===== config.mk =====
export PLATFORM = sky130hd
export DESIGN_NAME = dual_dac_regif
export DESIGN_NICKNAME = d
export VERILOG_FILES = /design/src/rtl/dac_regif_pkg.sv /design/src/rtl/dac_pin_sampler.sv /design/src/rtl/dac_op_decode.sv /design/src/rtl/dac_chan_regs.sv /design/src/rtl/dual_dac_regif.sv
export SDC_FILE = /design/constraint.sdc
export NUM_CORES = 1
export LEC_CHECK = 0
export BUFFER_PORTS_ARGS = -buffer_cell sky130_fd_sc_hd__buf_2
export CELL_PAD_IN_SITES_DETAIL_PLACEMENT = 1
export CELL_PAD_IN_SITES_GLOBAL_PLACEMENT = 1
export CORE_MARGIN = 1
export CORE_UTILIZATION = 45
export DETAILED_ROUTE_END_ITERATION = 8
export PLACE_DENSITY = 0.81
export RECOVER_POWER = 50
export SETUP_SLACK_MARGIN = 0.02
export SLEW_MARGIN = 15
export SYNTH_ARGS = -nofsm -noshare
export SYNTH_HDL_FRONTEND = slang
export SYNTH_HIERARCHICAL = 1
export SYNTH_SLANG_ARGS = --single-unit

===== constraint.sdc =====
create_clock -name clk -period 4.61 [get_ports clk]
set_clock_uncertainty 0.2 [all_clocks]
set_input_delay 0.2305 -clock clk [delete_from_list [all_inputs] [get_ports clk]]
set_output_delay 0.2305 -clock clk [all_outputs]
set_load 0.02 [all_outputs]

===== src/rtl/dac_regif_pkg.sv =====
package dac_regif_pkg;

    localparam int DAC_W  = 16;
    localparam int NCH    = 2;
    localparam int SEL_W  = 2;

    typedef logic [DAC_W-1:0] word_t;
    typedef logic [NCH-1:0]   chmask_t;

    typedef enum logic [2:0] {
        OP_HOLD,
        OP_STAGE,
        OP_XFER,
        OP_PASS,
        OP_CLEAR
    } op_e;

    typedef struct packed {
        logic              clr_n;
        logic              half;
        logic              wr_n;
        logic              ld;
        logic [SEL_W-1:0]  chan;
        word_t             data;
    } pins_t;

    localparam pins_t PINS_IDLE = '{clr_n: 1'b1, half: 1'b0, wr_n: 1'b1,
                                    ld: 1'b0, chan: '0, data: '0};

    function automatic word_t preset_word(input logic half);
        word_t w;
        w = '0;
        if (half) w[DAC_W-1] = 1'b1;
        return w;
    endfunction

    function automatic chmask_t chan_mask(input logic [SEL_W-1:0] code);
        chmask_t m;
        case (code)
            2'b00:   m = 2'b01;
            2'b01:   m = 2'b00;
            2'b10:   m = 2'b11;
            default: m = 2'b10;
        endcase
        return m;
    endfunction

    function automatic op_e strobe_op(input logic clr_n, input logic wr_n, input logic ld);
        op_e o;
        if (!clr_n)            o = OP_CLEAR;
        else if (!wr_n && !ld) o = OP_STAGE;
        else if ( wr_n &&  ld) o = OP_XFER;
        else if (!wr_n &&  ld) o = OP_PASS;
        else                   o = OP_HOLD;
        return o;
    endfunction

endpackage


===== src/rtl/dac_pin_sampler.sv =====
module dac_pin_sampler
    import dac_regif_pkg::*;
(
    input  logic  clk,
    input  logic  rst,
    input  pins_t pins_d,
    output pins_t pins_q
);

    always_ff @(posedge clk) begin
        if (rst) pins_q <= PINS_IDLE;
        else     pins_q <= pins_d;
    end

endmodule


===== src/rtl/dac_op_decode.sv =====
module dac_op_decode
    import dac_regif_pkg::*;
(
    input  pins_t   smp,
    output op_e     op,
    output chmask_t sel,
    output word_t   clr_val
);

    always_comb begin
        op      = strobe_op(smp.clr_n, smp.wr_n, smp.ld);
        sel     = chan_mask(smp.chan);
        clr_val = preset_word(smp.half);
    end

endmodule


===== src/rtl/dac_chan_regs.sv =====
module dac_chan_regs
    import dac_regif_pkg::*;
(
    input  logic  clk,
    input  logic  rst,
    input  word_t init_val,
    input  op_e   op,
    input  logic  sel,
    input  word_t data,
    input  word_t clr_val,
    output word_t stage_q,
    output word_t out_q,
    output logic  upd_q
);

    word_t stage_d;
    word_t out_d;

    always_comb begin
        stage_d = stage_q;
        out_d   = out_q;
        case (op)
            OP_CLEAR: begin
                stage_d = clr_val;
                out_d   = clr_val;
            end
            OP_STAGE: if (sel) stage_d = data;
            OP_XFER:  if (sel) out_d   = stage_q;
            OP_PASS: if (sel) begin
                stage_d = data;
                out_d   = data;
            end
            default: ;
        endcase
    end

    always_ff @(posedge clk) begin
        if (rst) begin
            stage_q <= init_val;
            out_q   <= init_val;
            upd_q   <= 1'b0;
        end else begin
            stage_q <= stage_d;
            out_q   <= out_d;
            upd_q   <= (out_d != out_q);
        end
    end

endmodule


===== src/rtl/dual_dac_regif.sv =====
module dual_dac_regif
    import dac_regif_pkg::*;
(
    input  logic        clk,
    input  logic        rst,
    input  logic [15:0] din,
    input  logic [1:0]  chan_sel,
    input  logic        wr_n,
    input  logic        ld,
    input  logic        clr_n,
    input  logic        half_sel,
    output logic [15:0] dac_a,
    output logic [15:0] dac_b,
    output logic [1:0]  upd
);

    pins_t   pins_raw;
    pins_t   pins_s;
    op_e     op;
    chmask_t sel;
    word_t   clr_val;
    word_t   init_val;
    word_t   stage_w [NCH];
    word_t   out_w   [NCH];
    logic    upd_w   [NCH];

    always_comb begin
        pins_raw.clr_n = clr_n;
        pins_raw.half  = half_sel;
        pins_raw.wr_n  = wr_n;
        pins_raw.ld    = ld;
        pins_raw.chan  = chan_sel;
        pins_raw.data  = din;
        init_val       = preset_word(half_sel);
    end

    dac_pin_sampler u_smp (
        .clk    (clk),
        .rst    (rst),
        .pins_d (pins_raw),
        .pins_q (pins_s)
    );

    dac_op_decode u_dec (
        .smp     (pins_s),
        .op      (op),
        .sel     (sel),
        .clr_val (clr_val)
    );

    for (genvar ch = 0; ch < NCH; ch++) begin : g_ch
        dac_chan_regs u_regs (
            .clk      (clk),
            .rst      (rst),
            .init_val (init_val),
            .op       (op),
            .sel      (sel[ch]),
            .data     (pins_s.data),
            .clr_val  (clr_val),
            .stage_q  (stage_w[ch]),
            .out_q    (out_w[ch]),
            .upd_q    (upd_w[ch])
        );
        assign upd[ch] = upd_w[ch];
    end

    assign dac_a = out_w[0];
    assign dac_b = out_w[1];

endmodule


==> results.toml, run 1 <==
[outcome]
outcome = "complete, but fails checks"
failed_checks = "max-capacitance violations, max-slew violations"

[critical_path]
reg2reg_setup_slack_ps = 1080
start_kind = "flip-flop"
ff2ff_path_depth = 7
crit-reg2reg-launch = "u_smp/pins_q[21]"
cp.required_ps = 4470
cp_slowest_stage_delay_ps = 720
reg2reg_to = "g_ch[0].u_regs/upd_q"
cp_max_fo = 22
cpMaxStageDelayCell = "or3b_1"
crit_type = "reg -> reg"
critical_path.top_delay_family = "simple AND/OR/NAND/NOR gates"
critPathArrivalTime_ps = 3390
crit_buf_inv = 0
endpoint_kind = "flip-flop"
critical_path.cell_chain = "and2_1 -> or3b_1 -> o22ai_1 -> a222oi_1 -> nor4b_1 -> a21boi_0 -> a41oi_1"

[synthesis]
netlist_top_cells_area = "dfxtp_1 22%, edfxtp_1 19%, mux2i_1 8.9%"
yosys.area_share.simple_pct = 14.5
netlist_instances = 555
synth_top_family_by_area = "compound AO/OA/AOI/OAI gates"
synth-async-reset-ratio_pct = 0
syn-mean-instance-area_sq_um = 9.33
netlist_area_sq_mm = 0.00518
ys_seq_area_share_pct = 40.2
yosysTopAreaCell = "dfxtp_1"
synth-main-ff-cell = "dfxtp_1"
synth_mux_area_share_pct = 12.8
synth_compound_area_share_pct = 24.8
synth_edf_count = 32
yosys_warnings = 6
synth_top_area_share_pct = 21.6
synthAdderAreaFrac_pct = 0
synth_cell_type_count = 53
synthXorXnorAreaFrac_pct = 0.338
yosysMostFrequentCell = "dfxtp_1"
synth-seq-cells = 88
synth_top_cells_by_count = "56 x dfxtp_1, 48 x nand2_1, 46 x mux2i_1, 42 x nor2_1, 40 x o21ai_0"

[routing]
drc = 0
dr.pass1.iters = 5
first_iter_violations = 263
ant_nets = 0
wl_per_cell_microns = 20.6
viasPerCell = 5.93
vias = 4686
routed_wl_microns = 16300

[place]
hpwl_microns = 11300
place_ws_ps = 1310
dpl.cell_count = 752
gp_congestion = 0.922
portBuffers = 57

[global_route]
grt_overflow = 0
antenna_found_initial = 0
grt_max_degree = 81
grt_pass1_wl_microns = 25800
track_usage_pct = 29.0
grt_pass1_vias = 4895

[clocking]
clk_pin_slew_ps = 60
worstSkewPairLatency_ps = 350
cts_root_buf = "clkbuf_16"
cts_buffer_depth = 2
cts-buffers-inserted = 9
cts_sinks = 88
cts_tree = "done"
post_cts_resized = 0
htree_levels = 3

[final_layout]
seqCellArea_sq_mm = 0.00208
drive_above_1_share_pct = 10.3
multi_input_area_sq_mm = 0.00289
area_growth_pct = 15.4
final_util_pct = 54.2
diodes = 0
layoutNonFillerInstCount = 790
nFillCells = 1327
nets = 669

[die]
num_rows = 38
die_area_sq_mm = 0.0119
die_y_microns = 109
fp.dieW_microns = 109
start_util_pct = 47.0
core-area_sq_mm = 0.0110
io_pins = 58

[sta]
layout_setup_ws_ps = 1080
rsz0062_at_grt = "false"
slew_headroom_pct = -106
setup_violations = 0
fin_tns_setup_ps = 0
worst_slew_pin_slew_ps = 3080
finalHoldViolations = 0
fmax_mhz = 284
post-route-min-period_ps = 3530
final.period_utilization_pct = 76.5
slew_viol_final = 81

[pwr]
p_leak_uw = 0.00245
power_density_mw_per_mm2 = 352
ir_drop_mv = 0.231

[min_path]
min_path_type = "in -> reg"
hold_end = "u_smp/pins_q[14]"
hold_path_startpoint = "rst"
hold_depth = 2

[job]
maxCapViolations = 1
==> routing by layer <==
layer	track usage (%)	share of wire, %	vias up
met4	13.3	2.9	0
li1	-	-	2211
met3	4.45	3.4	33
met5	0	0	-
met2	49.6	50	128
met1	35.8	44	2314
==> logic make-up (layout without fill, tap and decap cells) <==
family / Yosys count / count (layout)
mux: 64 / 64
flops: 88 / 88
simple gates: 150 / 150
compound gates: 184 / 184
buf+inv: 65 / 117
other cells: 2 / 45
xor+xnor: 2 / 2
==> through the flow <==
stage / total power (uW) / instance area [sq um] / hold slack [ps]
final: 2110 / 5980 / 92.3
after global routing: 2200 / 5980 / 100
after CTS: 2110 / 6030 / 83.8
after detailed placement: 1410 / 5550 / 217
after global placement: 1390 / 5550 / 221
after floorplan: 1280 / 5340 / 102
==> final cells by class <==
type	count	area share, %
inverter	14	0.879
tap	140	2.93
sequential	88	34.8
clock buffer	15	4.31
timing repair buffer	87	8.66
multi-input combinational	445	48.3
clock inverter	1	0.0837
==> timing repair <==
item,4_1_cts,5_1_grt
endpoints found under the hold margin,24,0
buffers inserted,0,0
hold buffers,22,0
==> layout by cell type (no fill, tap or decap), types with 4 or more instances in the layout <==
master,instances
a21oi_1,26
o21ai_1,4
a221o_1,4
a222oi_1,4
a22oi_1,6
edfxtp_1,32
nor2b_1,26
buf_4,7
o211ai_1,4
dfxtp_1,56
nor3_1,8
o22a_1,8
mux2i_1,46
clkbuf_16,9
o21ai_0,40
nand2b_1,10
clkbuf_1,41
nand2_1,48
conb_1,45
o22ai_1,22
o31ai_1,24
o32ai_1,4
nor2_1,42
dlygate4sd3_1,22
o21bai_1,4
inv_1,14
mux2_2,16
buf_2,22
o221ai_1,8
==> worst register-to-register path: stages, from the launching register on <==
cell	delay (ps)
dfxtp_1	350
and2_1	670
or3b_1	720
o22ai_1	200
a222oi_1	380
nor4b_1	280
a21boi_0	280
a41oi_1	150
==> worst max path at each step <==
stage	from	end	slack [ps]	cells past startpoint
floorplan	u_smp/pins_q[21]	g_ch[0].u_regs/stage_q[0]	1710	7
global placement	u_smp/pins_q[21]	g_ch[0].u_regs/upd_q	1520	7
detailed placement	u_smp/pins_q[21]	g_ch[0].u_regs/upd_q	1310	7
CTS	u_smp/pins_q[21]	g_ch[0].u_regs/upd_q	1280	7
global route	rst	g_ch[0].u_regs/stage_q[6]	850	3
finish	u_smp/pins_q[21]	g_ch[0].u_regs/upd_q	1080	7
==> power by group <==
group	internal [uW]	switching, uW
combinational	179	273
sequential	891	77.3
clock	381	305
total	1450	656
==> flip-flops by register name (all words and copies together), names as in the netlist <==
| name | flops |
|---|---|
| g_ch.u_regs/upd_q | 2 |
| u_smp/pins_q | 22 |
| g_ch.u_regs/stage_q | 32 |
| g_ch.u_regs/out_q | 32 |
(Power assumes the default switching activity.)
==> inputs of run 2 (changes only) <==
--- a/config.mk
+++ b/config.mk
@@ -9,9 +9,9 @@
 export CELL_PAD_IN_SITES_DETAIL_PLACEMENT = 1
 export CELL_PAD_IN_SITES_GLOBAL_PLACEMENT = 1
 export CORE_MARGIN = 1
-export CORE_UTILIZATION = 45
+export CORE_UTILIZATION = 41
 export DETAILED_ROUTE_END_ITERATION = 8
-export PLACE_DENSITY = 0.81
+export PLACE_DENSITY = 0.78
 export RECOVER_POWER = 50
 export SETUP_SLACK_MARGIN = 0.02
 export SLEW_MARGIN = 15
==> constraint.sdc (replaced) <==
create_clock -name clk -period 3.07 [get_ports clk]
set_clock_uncertainty 0.2 [all_clocks]
set_input_delay 0.1535 -clock clk [delete_from_list [all_inputs] [get_ports clk]]
set_output_delay 0.1535 -clock clk [all_outputs]
set_load 0.02 [all_outputs]
==> run 2 against run 1 <==
  * The flow still finishes with violations (max-capacitance violations, max-slew violations)
  * Hold slack better by 250 ps
  * Register-to-register slack worse by 820 ps
  * Core utilization is 3.6 points lower
  * Maximum frequency is 26% higher
  * Clock power is 55% higher
  * Die area is 9.6% higher
  * Combinational power is 54% higher
==> results.toml, run 2 (synthesis gave the netlist of run 1 again) <==
[routing]
drc = 0
viasPerCell = 5.77
first_iter_violations = 263
ant_nets = 0
routed_wl_microns = 16800
dr.pass1.iters = 5
vias = 4815
wl_per_cell_microns = 20.2

[critical_path]
endpoint_kind = "flip-flop"
crit-reg2reg-launch = "u_smp/pins_q[21]"
start_kind = "flip-flop"
critPathLaunch = "u_smp/pins_q[21]"
ff2ff_path_depth = 9
crit_type = "reg -> reg"
cp.required_ps = 3010
reg2reg_setup_slack_ps = 260
critPathCapture = "g_ch[1].u_regs/upd_q"
cp_max_fo = 12
critPathArrivalTime_ps = 2750
reg2reg_to = "g_ch[1].u_regs/upd_q"

[final_layout]
final_area_sq_mm = 0.00615
final_util_pct = 50.6
layoutNonFillerInstCount = 834
drive_above_1_share_pct = 12.6
nets = 685
top_regs = "g_ch.u_regs/out_q x32, g_ch.u_regs/stage_q x32, u_smp/pins_q x22"
diodes = 0
area_growth_pct = 18.7
final_common_cell = "dfxtp_1"
layout_common_cells = "56 x dfxtp_1, 48 x nand2_1, 46 x mux2i_1, 45 x conb_1, 42 x nor2_1"

[clocking]
htree_levels = 3
cts_tree = "done"
cts_buffer_depth = 2
clk_pin_slew_ps = 70
cts_sinks = 88
worstSkewPairLatency_ps = 350
cts_root_buf = "clkbuf_16"
cts-buffers-inserted = 9

[place]
gp_congestion = 0.932
hpwl_microns = 11800
dpl.cell_count = 794
place_area_sq_mm = 0.00569
portBuffers = 57

[die]
num_rows = 40
io_pins = 58
start_util_pct = 42.6
die_area_sq_mm = 0.0131
core-area_sq_mm = 0.0122
die_y_microns = 114
fp.dieW_microns = 114

[global_route]
grt_pass1_wl_microns = 26800
busiest_layer = "met2"
grt_overflow = 0
use_met1_pct = 33.6
antenna_found_initial = 0
grt_pass1_vias = 5021
track_usage_pct = 27.2
grt_max_degree = 45
grtUsageMet3_pct = 5.03
met2_usage_pct = 45.3

[sta]
final.period_utilization_pct = 91.4
slew_viol_final = 86
post-route-min-period_ps = 2810
rsz0062_at_grt = "false"
worst_slew_pin_slew_ps = 1720
fin_tns_setup_ps = 0
setup_violations = 0
finalHoldViolations = 0
slew_headroom_pct = -14.9
fmax_mhz = 356

[min_path]
min_path_type = "in -> reg"

[job]
maxCapViolations = 2

[pwr]
ir_drop_mv = 0.391
p_leak_uw = 0.00253
power_density_mw_per_mm2 = 521

[outcome]
failed_checks = "max-capacitance violations, max-slew violations"
outcome = "complete, but fails checks"
-- run 2: changes by cell type in the layout (fill, tap and decap cells not counted) --
| cell | before | now |
|---|---|---|
| clkbuf_1 | 41 | 39 |
| dlygate4sd3_1 | 22 | 24 |
| clkbuf_8 | 1 | 2 |
| buf_4 | 7 | 19 |
| or2_0 | 0 | 2 |
| clkbuf_2 | 0 | 1 |
| or2_1 | 2 | 0 |
| clkinv_2 | 1 | 2 |
| or3b_1 | 2 | 1 |
| inv_4 | 0 | 1 |
| or3b_4 | 0 | 1 |
-- run 2: worst max-delay path, stage by stage (launching register included) --
cell,delay [ps]
dfxtp_1,330
and2_1,200
buf_4,200
nand3b_2,230
buf_4,260
o22ai_1,140
a222oi_1,260
nor4b_1,360
a21boi_0,280
a41oi_1,150
-- run 2: layout make-up --
type / count / area [sq um]
fillers: 1447 / 6010
multi-input cells: 445 / 2890
flip-flops and latches: 88 / 2080
repair buffers: 103 / 637
clock buffers: 13 / 260
well taps: 168 / 210
inverters: 14 / 52.6
clock inverters: 3 / 16.3
-- run 2: stage by stage --
stage	setup slack (ps)	hold WS, ps	total power, uW
5_1_grt	81.5	366	3350
2_1_floorplan	170	25.1	1930
3_5_place_dp	207	170	2130
3_3_place_gp	460	162	2110
6_report	265	341	3210
4_1_cts	187	54.9	3220
-- run 2: worst min-delay path by stage --
stage                            from                       to  slack [ps]  cells after the start
after floorplan                   rst         u_smp/pins_q[14]          30                      1
after global placement         din[3]          u_smp/pins_q[3]         160                      2
after detailed placement  chan_sel[0]         u_smp/pins_q[16]         170                      2
after CTS                         rst  g_ch[1].u_regs/out_q[7]          50                      2
after global routing           din[1]          u_smp/pins_q[1]         370                      3
final                             rst  g_ch[1].u_regs/out_q[7]         340                      2
-- run 2: repair_timing --
item,in CTS,in global routing
hold buffers,24,0
gates resized for setup,0,1
setup endpoints to repair,0,1
hold endpoints to repair,26,0
buffers inserted,0,0
-- run 2: routing by layer --
layer | vias to the layer above | wire (microns)
li1 | 2234 | -
met1 | 2350 | 7180
met2 | 181 | 8220
met3 | 50 | 774
met4 | 0 | 646
met5 | - | 0
-- run 2: power breakdown --
part | switching [uW] | total [uW] | internal, uW
Combinational | 417 | 697 | 281
Sequential | 114 | 1450 | 1340
Clock | 467 | 1060 | 592
==> inputs of run 3 (changes only) <==
--- a/config.mk
+++ b/config.mk
@@ -5,11 +5,12 @@
 export SDC_FILE = /design/constraint.sdc
 export NUM_CORES = 1
 export LEC_CHECK = 0
+export ABC_AREA = 0
 export BUFFER_PORTS_ARGS = -buffer_cell sky130_fd_sc_hd__buf_2
 export CELL_PAD_IN_SITES_DETAIL_PLACEMENT = 1
-export CELL_PAD_IN_SITES_GLOBAL_PLACEMENT = 1
+export CELL_PAD_IN_SITES_GLOBAL_PLACEMENT = 2
 export CORE_MARGIN = 1
-export CORE_UTILIZATION = 41
+export CORE_UTILIZATION = 33
 export DETAILED_ROUTE_END_ITERATION = 8
 export PLACE_DENSITY = 0.78
 export RECOVER_POWER = 50
==> run 3 against run 2 <==
  * Critical path depth decreased by 2
  * Largest power group unchanged
  * Worst setup slack got worse by 81 ps
  * Wire length increased by 1.9%
  * Sequential power about the same
  * The run now ends clean
  * Die area increased by 24%
  * Global-route usage decreased by 5.6 points
  * Clock power increased by 16%
==> results.toml, run 3 (synthesis gave the netlist of run 1 again) <==
[outcome]
outcome = "completed"

[global_route]
antenna_found_initial = 0
grt_overflow = 0
grt_pass1_wl_microns = 26500
grt_max_degree = 76
track_usage_pct = 21.7
grt_pass1_vias = 4788

[pwr]
switchingPower_uw = 1000
swShare_pct = 29.7
ir_drop_mv = 0.326
seqPwrFrac_pct = 43.2
p_int_uw = 2370
p_leak_uw = 0.00253
power_density_mw_per_mm2 = 543
p_clk_share_pct = 36.5
comb_power_share_pct = 20.3

[critical_path]
cp.required_ps = 3060
critPathArrivalTime_ps = 2880
cp_max_fo = 12
endpoint_kind = "flip-flop"
reg2reg_setup_slack_ps = 180
start_kind = "flip-flop"
crit_type = "reg -> reg"

[final_layout]
layout_common_cells = "56 x dfxtp_1, 48 x nand2_1, 46 x mux2i_1, 45 x conb_1, 42 x nor2_1"
nets = 680
diodes = 0
multi_input_area_sq_mm = 0.00289
seqCellArea_sq_mm = 0.00208
area_growth_pct = 19.9
nFillCells = 1786
final_common_cell = "dfxtp_1"
layoutNonFillerInstCount = 872
top_regs = "g_ch.u_regs/out_q x32, g_ch.u_regs/stage_q x32, u_smp/pins_q x22"
drive_above_1_share_pct = 12.4

[min_path]
min_path_type = "in -> reg"

[sta]
slew_headroom_pct = 10.7
layout_setup_ws_ps = 183
setup_violations = 0
fmax_mhz = 346
whs_ps = 340
slew_viol_final = 0
rsz0062_at_grt = "false"
finalHoldViolations = 0
final.period_utilization_pct = 94.0
fin_tns_setup_ps = 0
post-route-min-period_ps = 2890
worst_slew_pin_slew_ps = 1340

[routing]
drc = 0
routed_wl_microns = 17100
first_iter_violations = 364
wl_per_cell_microns = 19.7
viasPerCell = 5.38
ant_nets = 0
vias = 4692
dr.pass1.iters = 5

[die]
die_area_sq_mm = 0.0162
io_pins = 58
core-area_sq_mm = 0.0153
num_rows = 45
start_util_pct = 33.9
fp.dieW_microns = 127
die_y_microns = 127

[clocking]
post_cts_resized = 0
worstSkewPairLatency_ps = 360
cts_buffer_depth = 2
htree_levels = 3
cts-buffers-inserted = 9
cts_tree = "done"
cts_root_buf = "clkbuf_16"
clk_pin_slew_ps = 70
cts_sinks = 88

[place]
place_ws_ps = 238
dpl.cell_count = 834
hpwl_microns = 12300
portBuffers = 57
gp_congestion = 0.834

[job]
maxCapViolations = 0
-- run 3: changes by cell type in the layout (fill, tap and decap cells not counted), sizes merged --
cell	change
buf	-3
bufinv	+2
dlygate4sd3	-2
clkinv	-1
inv	-1
-- run 3: critical path, cell delays in order, from the launching register on --
cell and delay, ps:
dfxtp_1 360, nor2b_4 380, mux2_2 420, a221o_1 330
a222oi_1 310, o211ai_1 190, a2111oi_2 390, a41oi_1 150
-- run 3: power by group through the flow --
stage               Combinational (uW)  Sequential [uW]  Clock (uW)
CTS                                684             1450        1250
finish                             685             1460        1230
floorplan                          438             1490           0
detailed placement                 659             1480           0
global placement                   643             1480           0
global route                       746             1470        1290
-- run 3: cell type report --
type	count	share of cell area (%)
clock inverters	3	1.05
inverters	14	0.846
flip-flops and latches	88	33.5
clock buffers	13	4.19
well taps	211	4.25
repair buffers	98	9.65
multi-input cells	445	46.5
-- run 3: per-stage QoR --
step	area, sq um	util, %	total power (uW)
floorplan	5340	-	1930
global placement	5720	37.5	2120
detailed placement	5720	37.5	2140
CTS	6260	41.0	3390
global route	6210	40.7	3510
finish	6210	40.7	3370
-- run 3: final timing paths --
kind / start / to / cells past startpoint
max: u_smp/pins_q[21] / g_ch[0].u_regs/upd_q / 7
min reg2reg: g_ch[1].u_regs/out_q[5] / g_ch[1].u_regs/out_q[5] / 2
min: din[10] / u_smp/pins_q[10] / 3
max reg2reg: u_smp/pins_q[21] / g_ch[0].u_regs/upd_q / 7
-- run 3: routing by layer --
| metal | vias up | GRT usage (%) | routed length, microns |
|---|---|---|---|
| li1 | 2229 | - | - |
| met1 | 2319 | 27.6 | 7740 |
| met2 | 119 | 36.6 | 8410 |
| met3 | 25 | 3.14 | 636 |
| met4 | 0 | 9.03 | 353 |
| met5 | - | 0 | 0 |
-- run 3: timing repair --
action	CTS	global route
buffers inserted	0	0
endpoints found under the hold margin	25	0
setup endpoints to repair	0	0
hold buffers	22	0
